[src/rtl/hcoal_pkg.sv]
package hcoal_pkg;
  localparam int LEN_W = 8;

  typedef struct packed {
    logic       noint_desc;
    logic       noint_frc;
    logic       rx_idle_until_bd;
    logic [1:0] size;
    logic [2:0] msi;
    logic       frc;
    logic       en;
  } mode_t;

  typedef enum logic [1:0] {ST_IDLE, ST_SB, ST_IRQ} eng_st_t;

  // Status-block byte count for a size code; the undefined code maps to full.
  function automatic logic [LEN_W-1:0] sb_bytes(input logic [1:0] code,
                                                input logic [LEN_W-1:0] full);
    case (code)
      2'b01:   return LEN_W'(64);
      2'b10:   return LEN_W'(32);
      default: return full;
    endcase
  endfunction

  // True when every cause of an update is a suppressed forced update.
  function automatic logic irq_skipped(input logic by_reg, input logic by_desc,
                                       input logic by_other, input logic no_reg,
                                       input logic no_desc);
    return (by_reg | by_desc) & ~by_other & (~by_reg | no_reg) & (~by_desc | no_desc);
  endfunction

  function automatic mode_t mode_from_wr(input logic [12:0] w);
    mode_t m;
    m.noint_desc       = w[12];
    m.noint_frc        = w[11];
    m.rx_idle_until_bd = w[9];
    m.size             = w[8:7];
    m.msi              = w[6:4];
    m.frc              = w[3] & ~w[0];
    m.en               = w[1];
    return m;
  endfunction

  function automatic logic [31:0] mode_to_rd(input mode_t m, input logic busy);
    return {19'd0, m.noint_desc, m.noint_frc, 1'b0, m.rx_idle_until_bd,
            m.size, m.msi, m.frc, 1'b0, m.en | busy, 1'b0};
  endfunction
endpackage

[src/rtl/hcoal_mode_reg.sv]
module hcoal_mode_reg
  import hcoal_pkg::*;
(
  input  logic        clk,
  input  logic        rst_n,
  input  logic        wr,
  input  logic [12:0] wdata,
  input  logic        frc_done,
  input  logic        busy,
  output mode_t       mode,
  output logic        soft_rst,
  output logic [31:0] rdata
);
  assign soft_rst = wr & wdata[0];
  assign rdata    = mode_to_rd(mode, busy);

  always_ff @(posedge clk) begin
    if (!rst_n)        mode <= '0;
    else if (wr)       mode <= mode_from_wr(wdata);
    else if (frc_done) mode.frc <= 1'b0;
  end
endmodule

[src/rtl/hcoal_dir_trk.sv]
module hcoal_dir_trk #(
  parameter int CNT_W  = 8,
  parameter int TICK_W = 16
) (
  input  logic              clk,
  input  logic              rst_n,
  input  logic              srst,
  input  logic              restart,
  input  logic              bd_valid,
  input  logic              bd_last,
  input  logic              bd_coal,
  input  logic              tick,
  input  logic              idle_until_bd,
  input  logic [CNT_W-1:0]  max_frames,
  input  logic [TICK_W-1:0] tick_limit,
  output logic              mid,
  output logic              thr_hit,
  output logic              to_hit,
  output logic              coal_pend
);
  localparam logic [CNT_W-1:0]  FR_SAT = '1;
  localparam logic [TICK_W-1:0] TK_SAT = '1;

  logic [CNT_W-1:0]  frames;
  logic [TICK_W-1:0] ticks;
  logic              run_q;
  logic              running;
  logic              frame_evt;

  assign frame_evt = bd_valid & bd_last;
  assign running   = run_q | ~idle_until_bd;
  assign thr_hit   = (max_frames != '0) && (frames >= max_frames);
  assign to_hit    = (tick_limit != '0) && running && (ticks >= tick_limit);

  always_ff @(posedge clk) begin
    if (!rst_n || srst) begin
      mid <= 1'b0; frames <= '0; ticks <= '0; run_q <= 1'b0; coal_pend <= 1'b0;
    end else begin
      if (bd_valid) mid <= ~bd_last;
      if (restart) begin
        frames    <= CNT_W'(frame_evt);
        ticks     <= '0;
        run_q     <= bd_valid;
        coal_pend <= bd_valid & bd_coal;
      end else begin
        if (frame_evt && frames != FR_SAT)          frames <= frames + 1'b1;
        if (bd_valid)                               run_q  <= 1'b1;
        if (tick && running && ticks != TK_SAT)     ticks  <= ticks + 1'b1;
        if (bd_valid && bd_coal)                    coal_pend <= 1'b1;
      end
    end
  end
endmodule

[src/rtl/hcoal_engine.sv]
module hcoal_engine
  import hcoal_pkg::*;
#(
  parameter int FULL_SB_BYTES = 80
) (
  input  logic             clk,
  input  logic             rst_n,
  input  logic             srst,
  input  logic             en,
  input  logic             mid_any,
  input  logic             frc_reg,
  input  logic             frc_desc,
  input  logic             auto_trig,
  input  logic             no_frc_irq,
  input  logic             no_desc_irq,
  input  logic [1:0]       size,
  input  logic             sb_ack,
  input  logic             irq_ack,
  output logic             sb_req,
  output logic             irq_req,
  output logic [LEN_W-1:0] sb_len,
  output logic             start,
  output logic             busy,
  output logic             frc_done
);
  eng_st_t st;
  logic    by_reg, by_desc, by_other;

  assign start    = (st == ST_IDLE) && en && !mid_any && (frc_reg | frc_desc | auto_trig);
  assign busy     = (st != ST_IDLE);
  assign sb_req   = (st == ST_SB);
  assign irq_req  = (st == ST_IRQ);
  assign frc_done = (st == ST_SB) && sb_ack && by_reg;

  always_ff @(posedge clk) begin
    if (!rst_n || srst) begin
      st <= ST_IDLE; by_reg <= 1'b0; by_desc <= 1'b0; by_other <= 1'b0; sb_len <= '0;
    end else begin
      case (st)
        ST_IDLE: if (start) begin
          st       <= ST_SB;
          by_reg   <= frc_reg;
          by_desc  <= frc_desc;
          by_other <= auto_trig;
          sb_len   <= sb_bytes(size, LEN_W'(FULL_SB_BYTES));
        end
        ST_SB: if (sb_ack)
          st <= irq_skipped(by_reg, by_desc, by_other, no_frc_irq, no_desc_irq)
                ? ST_IDLE : ST_IRQ;
        ST_IRQ: if (irq_ack) st <= ST_IDLE;
        default: st <= ST_IDLE;
      endcase
    end
  end
endmodule

[src/rtl/hcoal_ctrl.sv]
module hcoal_ctrl
  import hcoal_pkg::*;
#(
  parameter int          CNT_W         = 8,
  parameter int          TICK_W        = 16,
  parameter int          FULL_SB_BYTES = 80,
  parameter logic [15:0] MSI_BASE      = 16'h4D28
) (
  input  logic              clk,
  input  logic              rst_n,
  input  logic              reg_wr,
  input  logic [31:0]       reg_wdata,
  output logic [31:0]       reg_rdata,
  input  logic              rx_bd_valid,
  input  logic              rx_bd_last,
  input  logic              rx_bd_coal,
  input  logic              tx_bd_valid,
  input  logic              tx_bd_last,
  input  logic              tx_bd_coal,
  input  logic              tick,
  input  logic [CNT_W-1:0]  rx_max_frames,
  input  logic [CNT_W-1:0]  tx_max_frames,
  input  logic [TICK_W-1:0] rx_tick_limit,
  input  logic [TICK_W-1:0] tx_tick_limit,
  output logic              sb_req,
  output logic [LEN_W-1:0]  sb_len,
  input  logic              sb_ack,
  output logic              irq_req,
  input  logic              irq_ack,
  output logic [15:0]       msi_data
);
  localparam int NDIR = 2;

  mode_t mode;
  logic  soft_rst, frc_done, eng_busy, upd_start;
  logic  mid_any, coal_any, auto_any, mode_en;
  logic  unused_wbits;

  logic [NDIR-1:0]   d_valid, d_last, d_coal, d_idle, d_mid, d_thr, d_to, d_cpend;
  logic [CNT_W-1:0]  d_max [NDIR];
  logic [TICK_W-1:0] d_lim [NDIR];

  assign unused_wbits = ^reg_wdata[31:13];
  assign d_valid  = {tx_bd_valid, rx_bd_valid};
  assign d_last   = {tx_bd_last,  rx_bd_last};
  assign d_coal   = {tx_bd_coal,  rx_bd_coal};
  assign d_idle   = {1'b0, mode.rx_idle_until_bd};
  assign d_max[0] = rx_max_frames;
  assign d_max[1] = tx_max_frames;
  assign d_lim[0] = rx_tick_limit;
  assign d_lim[1] = tx_tick_limit;

  assign mid_any  = |d_mid;
  assign coal_any = |d_cpend;
  assign auto_any = |(d_thr | d_to);
  assign mode_en  = mode.en;
  assign msi_data = {MSI_BASE[15:3], mode.msi};

  hcoal_mode_reg u_mode (
    .clk(clk), .rst_n(rst_n), .wr(reg_wr), .wdata(reg_wdata[12:0]),
    .frc_done(frc_done), .busy(eng_busy), .mode(mode), .soft_rst(soft_rst),
    .rdata(reg_rdata)
  );

  for (genvar d = 0; d < NDIR; d++) begin : g_dir
    hcoal_dir_trk #(.CNT_W(CNT_W), .TICK_W(TICK_W)) u_trk (
      .clk(clk), .rst_n(rst_n), .srst(soft_rst), .restart(upd_start),
      .bd_valid(d_valid[d]), .bd_last(d_last[d]), .bd_coal(d_coal[d]),
      .tick(tick), .idle_until_bd(d_idle[d]), .max_frames(d_max[d]),
      .tick_limit(d_lim[d]), .mid(d_mid[d]), .thr_hit(d_thr[d]),
      .to_hit(d_to[d]), .coal_pend(d_cpend[d])
    );
  end

  hcoal_engine #(.FULL_SB_BYTES(FULL_SB_BYTES)) u_eng (
    .clk(clk), .rst_n(rst_n), .srst(soft_rst), .en(mode.en), .mid_any(mid_any),
    .frc_reg(mode.frc), .frc_desc(coal_any), .auto_trig(auto_any),
    .no_frc_irq(mode.noint_frc), .no_desc_irq(mode.noint_desc), .size(mode.size),
    .sb_ack(sb_ack), .irq_ack(irq_ack), .sb_req(sb_req), .irq_req(irq_req),
    .sb_len(sb_len), .start(upd_start), .busy(eng_busy), .frc_done(frc_done)
  );
endmodule

[config.mk]
export PLATFORM = sky130hd
export DESIGN_NAME = hcoal_ctrl
export DESIGN_NICKNAME = d
export VERILOG_FILES = /design/src/rtl/hcoal_pkg.sv /design/src/rtl/hcoal_mode_reg.sv /design/src/rtl/hcoal_dir_trk.sv /design/src/rtl/hcoal_engine.sv /design/src/rtl/hcoal_ctrl.sv
export SDC_FILE = /design/constraint.sdc
export NUM_CORES = 1
export LEC_CHECK = 0
export CORE_UTILIZATION = 52
export CTS_CLUSTER_SIZE = 16
export DETAILED_ROUTE_END_ITERATION = 12
export PLACE_DENSITY = 0.87
export SYNTH_ARGS = -nofsm -noshare
export SYNTH_HDL_FRONTEND = slang
export SYNTH_SLANG_ARGS = --single-unit
export TNS_END_PERCENT = 20
[constraint.sdc]
create_clock -name clk -period 4.4 [get_ports clk]
set_input_delay 0.44 -clock clk [delete_from_list [all_inputs] [get_ports clk]]
set_output_delay 0.44 -clock clk [all_outputs]
set_load 0.02 [all_outputs]
==> metrics.txt, run 1 <==
crit path kind in -> reg; GR Layer Usage met2 0.408; clk_lat worst skew about 0.34 ns; MaxCap Viol Count 0; clock-pin transition on the worst setup and hold timing paths approximately 0.07 ns; Placed Instances 774; nets 802; crit-path cells clkdlybuf4s50_1 -> inv_1 -> ha_1 -> and4_1 -> nand2_1 -> or4_4 -> a31oi_4 -> nor4_4 -> a21oi_4 -> buf_4 -> mux2i_1; # diodes 0; H-tree depth 3; startpoint types primary input; Worst Path Buf+Inv 3; most common cell after layout, fill and taps aside clkdlybuf4s50_1; fraction of layout cells with a size suffix above 1 0.109; Fmax roughly 330 MHz; non-filler cells, final 790; TNS Setup 0 ns; antenna violations before repair 0; Ports 150; Crit. End Element register; WP data required between 4 and 5 ns; min Tclk post-route between 3 and 4 ns; overflow left after global routing 0; met3 global-route usage 0.0479; max-slew violation count 0; first-pass GRT wire length between 15000 and 20000 um; Async SR Flop Fraction 0; Die ar. roughly 0.010 mm^2; met1 Use GR 0.246; RSZ-0062 raised after global routing no; Detail Route Antenna Nets 0; design area a little over 0.006 mm^2; static leakage between 0.002 and 0.003 uW; core outline area approximately 0.0094 mm^2; busiest grt layer met2; Slew Limit Headroom 0.439; Pwr per Cell Area 230 mW/mm^2; CTS resizes 0; cell area after synthesis approximately 0.0051 mm^2; Top FF cell, synth dfxtp_1; Placed Area 0.00586 mm^2; Post-CTS Setup Bufs 0; mean area per synthesized cell between 8 and 9 um^2; status finished clean; Netlist cell types 53; WL/cell 13.5 um; most frequent cells in the layout clkdlybuf4s50_1, dfxtp_1, inv_1, ha_1, nor3_2; Hold-fix buffers, CTS 0; sequential area share after synthesis 0.279; Syn Inst Count just under 600; Max Buffers Root-to-Sink 2; setup ws final between 1 and 1.5 ns; biggest regs g_dir.u_trk.ticks (32), g_dir.u_trk.frames (16), u_mode.mode (10); drt initial violations approximately 180; skew final 0.00850 ns; Tcrit/Tclk final 0.691; CP max-delay cell clkdlybuf4s50_1; DRC 0; worst slack at placement around 1 ns; Crit path arrival time ~3.3 ns; Worst path max stage delay roughly 0.50 ns; Final Hold Fails 0; dpl hpwl roughly 8300 um; number of synthesized register bits just over 70; top cells by area, synth dfxtp_1, ha_1, nor3_2, buf_4, inv_1; CTS sink cnt 71; Reg with most FFs g_dir.u_trk.ticks; die width 101 um; Detailed Route WL about 11000 um; Num CTS Buffers 9; crit-path max FO 30; final setup vio count 0; area grow syn2layout 18.3%; initial core utilization 0.544; CP top delay family buffers and inverters; max reg flops 32; vias per cell ~5.2; vias in the first global route 4156; Peak supply drop about 0.00022 V; Worst Max-Slew Pin Slew approximately 0.84 ns; CTS Root Cell clkbuf_8; Finished Core Util 0.644; first drt pass iteration count 5; Buffers on Ports 88; CTS tree yes; Yosys warning count 0; largest net degree at the start of global routing between 50 and 60; # rows 35; Die Y ~100 um; Synth top area share 0.279; Total GRT Usage 0.219; Post-synth EDFFs 0; Hold Crit Class reg -> reg; GPL Wtd Cong ~0.85; vias 4100; dominant cell type by area after synthesis dfxtp_1
## layout make-up
type	instances	area (um^2)
flip-flops and latches	71	1420
well taps	129	161
repair buffers	91	903
inverters	55	206
fillers	760	3340
clock inverters	5	33.8
clock buffers	11	141
multi-input cells	428	3160
## logic make-up after synthesis
logic type,after synthesis,share of synthesized area
simple gates,213,0.263
buf+inv,116,0.129
flops,71,0.279
compound gates,58,0.0820
fa+ha+maj,54,0.133
xor+xnor,43,0.0739
mux,20,0.0393
other cells,2,0.00147
## cell usage after synthesis, drive strengths merged (5+ instances only)
master,number
dfxtp,71
inv,55
ha,54
buf,53
nor3,51
nand2,42
nor2,28
xnor2,23
nand3,21
mux2i,20
xor2,20
a21oi,19
nor2b,16
nand4,15
nor4,14
o21ai,9
clkbuf,8
and4,7
and3,6
nand2b,6
a31oi,5
o21a,5
## worst paths after layout
check	end	startpoint	depth (start not counted)	slack, ns
max	u_eng.sb_len[4]$_SDFFE_PP0P_	tx_tick_limit[9]	11	1.36
min	u_eng.sb_len[5]$_SDFFE_PP0P_	u_eng.sb_len[5]$_SDFFE_PP0P_	2	0.47
max reg2reg	u_eng.st[0]$_SDFFE_PP0P_	g_dir[1].u_trk.ticks[0]$_SDFFE_PP0P_	10	1.57
min reg2reg	u_eng.sb_len[5]$_SDFFE_PP0P_	u_eng.sb_len[5]$_SDFFE_PP0P_	2	0.47
## tightest hold or removal path: stages, from the launching register on
cell and delay (ns):
dfxtp_1 0.31, nand2_1 0.05, mux2i_1 0.06
## stage by stage
step	power, uW	hold WS [ns]
4_1_cts	1390	0.465
2_1_floorplan	860	0.475
3_5_place_dp	937	0.452
3_3_place_gp	927	0.447
6_report	1390	0.466
5_1_grt	1450	0.484
## routing by layer
layer / share of wire / vias to the layer above
li1: - / 2077
met1: 0.43 / 1897
met2: 0.51 / 111
met3: 0.041 / 15
met4: 0.016 / 0
met5: 0 / -
## power breakdown
group / leakage (uW) / total (uW) / internal (uW) / switching, uW
logic: 0.00187 / 254 / 116 / 138
clock network: 0.0000853 / 465 / 219 / 246
registers: 0.000576 / 669 / 656 / 13.0
Power figures use the tool's default switching activity.
==> run 2, diff against run 1 <==
--- a/config.mk
+++ b/config.mk
@@ -5,10 +5,10 @@
 export SDC_FILE = /design/constraint.sdc
 export NUM_CORES = 1
 export LEC_CHECK = 0
-export CORE_UTILIZATION = 52
+export CORE_UTILIZATION = 44
 export CTS_CLUSTER_SIZE = 16
 export DETAILED_ROUTE_END_ITERATION = 12
-export PLACE_DENSITY = 0.87
+export PLACE_DENSITY = 0.78
 export SYNTH_ARGS = -nofsm -noshare
 export SYNTH_HDL_FRONTEND = slang
 export SYNTH_SLANG_ARGS = --single-unit
==> constraint.sdc (replaced) <==
create_clock -name clk -period 2.7 [get_ports clk]
set_input_delay 0.27 -clock clk [delete_from_list [all_inputs] [get_ports clk]]
set_output_delay 0.27 -clock clk [all_outputs]
set_load 0.02 [all_outputs]
==> metrics.txt, run 2 (same netlist as run 1, synthesis figures left out) <==
CTS sink cnt 71 (unchanged); Final Hold Fails 0 (unchanged); MaxCap Viol Count 0 (unchanged); Placed Instances 794 (+2.6%); Pint 2090 uW (+110%); Ports 150 (unchanged); status finished clean; GPL Wtd Cong 0.831 (-1.9%); Total GRT Usage 0.196 (-0.0230); crit-path max FO 14 (-53%); startpoint types primary input; Comb pwr share 0.156 (-0.027); Pwr per Cell Area 438 mW/mm^2 (+90%); Max Buffers Root-to-Sink 2 (unchanged); die width 110 um (+8.5%); Die Y 110 um (+8.5%); Worst Max-Slew Pin Slew 0.587 ns (-0.254 ns); nets 814 (+1.5%); H-tree depth 3 (unchanged); vias 4211 (+2.7%); crit-path cells clkdlybuf4s50_1 -> inv_1 -> ha_4 -> and4_4 -> nand2_1 -> or4_4 -> a31oi_4 -> nor4_4 -> a21oi_4 -> clkbuf_16 -> nor3_2; largest net degree at the start of global routing 57 (unchanged); max-slew violation count 0 (unchanged); Die ar. 0.0120 mm^2 (+18%); most common cell after layout, fill and taps aside clkdlybuf4s50_1; total net switching power 708 uW (+78%); static leakage 0.00270 uW (+6.4%); Detail Route Antenna Nets 0 (unchanged); max reg flops 32 (unchanged); dpl hpwl 8650 um (+3.7%); # diodes 0 (unchanged); clk_lat worst skew 0.33 ns (about the same); RSZ-0062 raised after global routing no; CTS Root Cell clkbuf_16; antenna violations before repair 0 (unchanged); core outline area 0.0111 mm^2 (+18%); most frequent cells in the layout clkdlybuf4s50_1, dfxtp_1, inv_1, ha_1, nor3_2; crit path kind in -> reg; min Tclk post-route 2.60 ns; final setup vio count 0 (unchanged); drt initial violations 149 (-15%); first drt pass iteration count 4 (-1); # rows 38 (+8.6%); Switching Share 0.253 (-0.0332); WP data required 2.90 ns (-1.76 ns); Tcrit/Tclk final 0.962; Slew Limit Headroom 0.606 (+0.166); area grow syn2layout 25.5%; Crit path arrival time 2.79 ns (-0.51 ns); first-pass GRT wire length 18600 um (+3.5%); Reg with most FFs g_dir.u_trk.ticks; skew final 0.00804 ns (-0.000464 ns); Detailed Route WL 11400 um (+7.1%); vias in the first global route 4242 (+2.1%); Crit. End Element register; Fmax between 300 and 400 MHz; CTS tree yes; non-filler cells, final 813 (+2.9%); CP max-delay cell clkdlybuf4s50_1; Reg power frac 0.390 (-0.092); hold slack 0.468 ns (+0.00213 ns); Num CTS Buffers 9 (unchanged); Hold-fix buffers, CTS 0 (unchanged); Peak supply drop 0.000352 V (+62%); fraction of layout cells with a size suffix above 1 0.138 (+0.0293); overflow left after global routing 0 (unchanged); clock network power share 0.454 (+0.119); vias per cell 5.18 (-0.20%); Worst path max stage delay 0.49 ns (about the same); biggest regs g_dir.u_trk.ticks (32), g_dir.u_trk.frames (16), u_mode.mode (10); Hold Crit Class reg -> reg; WL/cell 14.0 um (+4.1%); DRC 0 (unchanged); initial core utilization 0.460 (-0.0838); clock-pin transition on the worst setup and hold timing paths 0.06 ns (about the same); Buffers on Ports 88 (unchanged)
==> run 2: area by class of cell <==
type	count	area [um^2]
multi-input combinational	428	3210
clock inverter	6	93.8
tap	140	175
fill	961	4680
clock buffer	10	229
timing repair buffer	103	1060
sequential	71	1430
inverter	55	206
==> run 2: power groups by stage <==
stage / Combinational, uW / Sequential, uW / Clock (uW)
5_1_grt: 481 / 1100 / 1340
3_3_place_gp: 409 / 1110 / 0
6_report: 437 / 1090 / 1270
3_5_place_dp: 424 / 1110 / 0
2_1_floorplan: 286 / 1110 / 0
4_1_cts: 427 / 1090 / 1290
==> run 2: routing by layer <==
layer  GRT usage  wire (um)
met5           0          0
met4      0.0733        166
met3      0.0332        435
met2       0.366       5980
met1       0.221       4840
==> run 2: per-stage QoR <==
stage	TNS [ns]	setup WS, ns	util	area (um^2)	total power [uW]
final	0	0.104	0.578	6400	2800
after floorplan	0	0.295	-	5240	1400
after global routing	0	0.00154	0.578	6400	2910
after CTS	0	0.0214	0.567	6290	2810
after detailed placement	-12.58	-0.312	0.538	5960	1540
after global placement	-7.90	-0.203	0.538	5960	1520
==> run 2: worst paths after layout <==
| check | start | to | slack [ns] | cells after the start |
|---|---|---|---|---|
| min | u_eng.sb_len[6]$_SDFFE_PP0P_ | u_eng.sb_len[6]$_SDFFE_PP0P_ | 0.47 | 2 |
| max | tx_tick_limit[13] | g_dir[1].u_trk.frames[2]$_SDFFE_PP0P_ | 0.10 | 11 |
| min reg2reg | u_eng.sb_len[6]$_SDFFE_PP0P_ | u_eng.sb_len[6]$_SDFFE_PP0P_ | 0.47 | 2 |
| max reg2reg | g_dir[0].u_trk.frames[0]$_SDFFE_PP0P_ | u_eng.st[0]$_SDFFE_PP0P_ | 0.14 | 10 |
==> run 2: critical path, delay by kind of cell <==
family                   cells  cell delay [ns]
buffers and inverters        3             0.83
AO/OA/AOI/OAI                2             0.51
AND/OR/NAND/NOR              5             0.92
adder cells (fa/ha/maj)      1             0.26
==> run 2: repair_timing <==
item | CTS | global route
endpoints found under the setup margin | 0 | 36
resized for setup | 0 | 13
setup buffers | 0 | 1
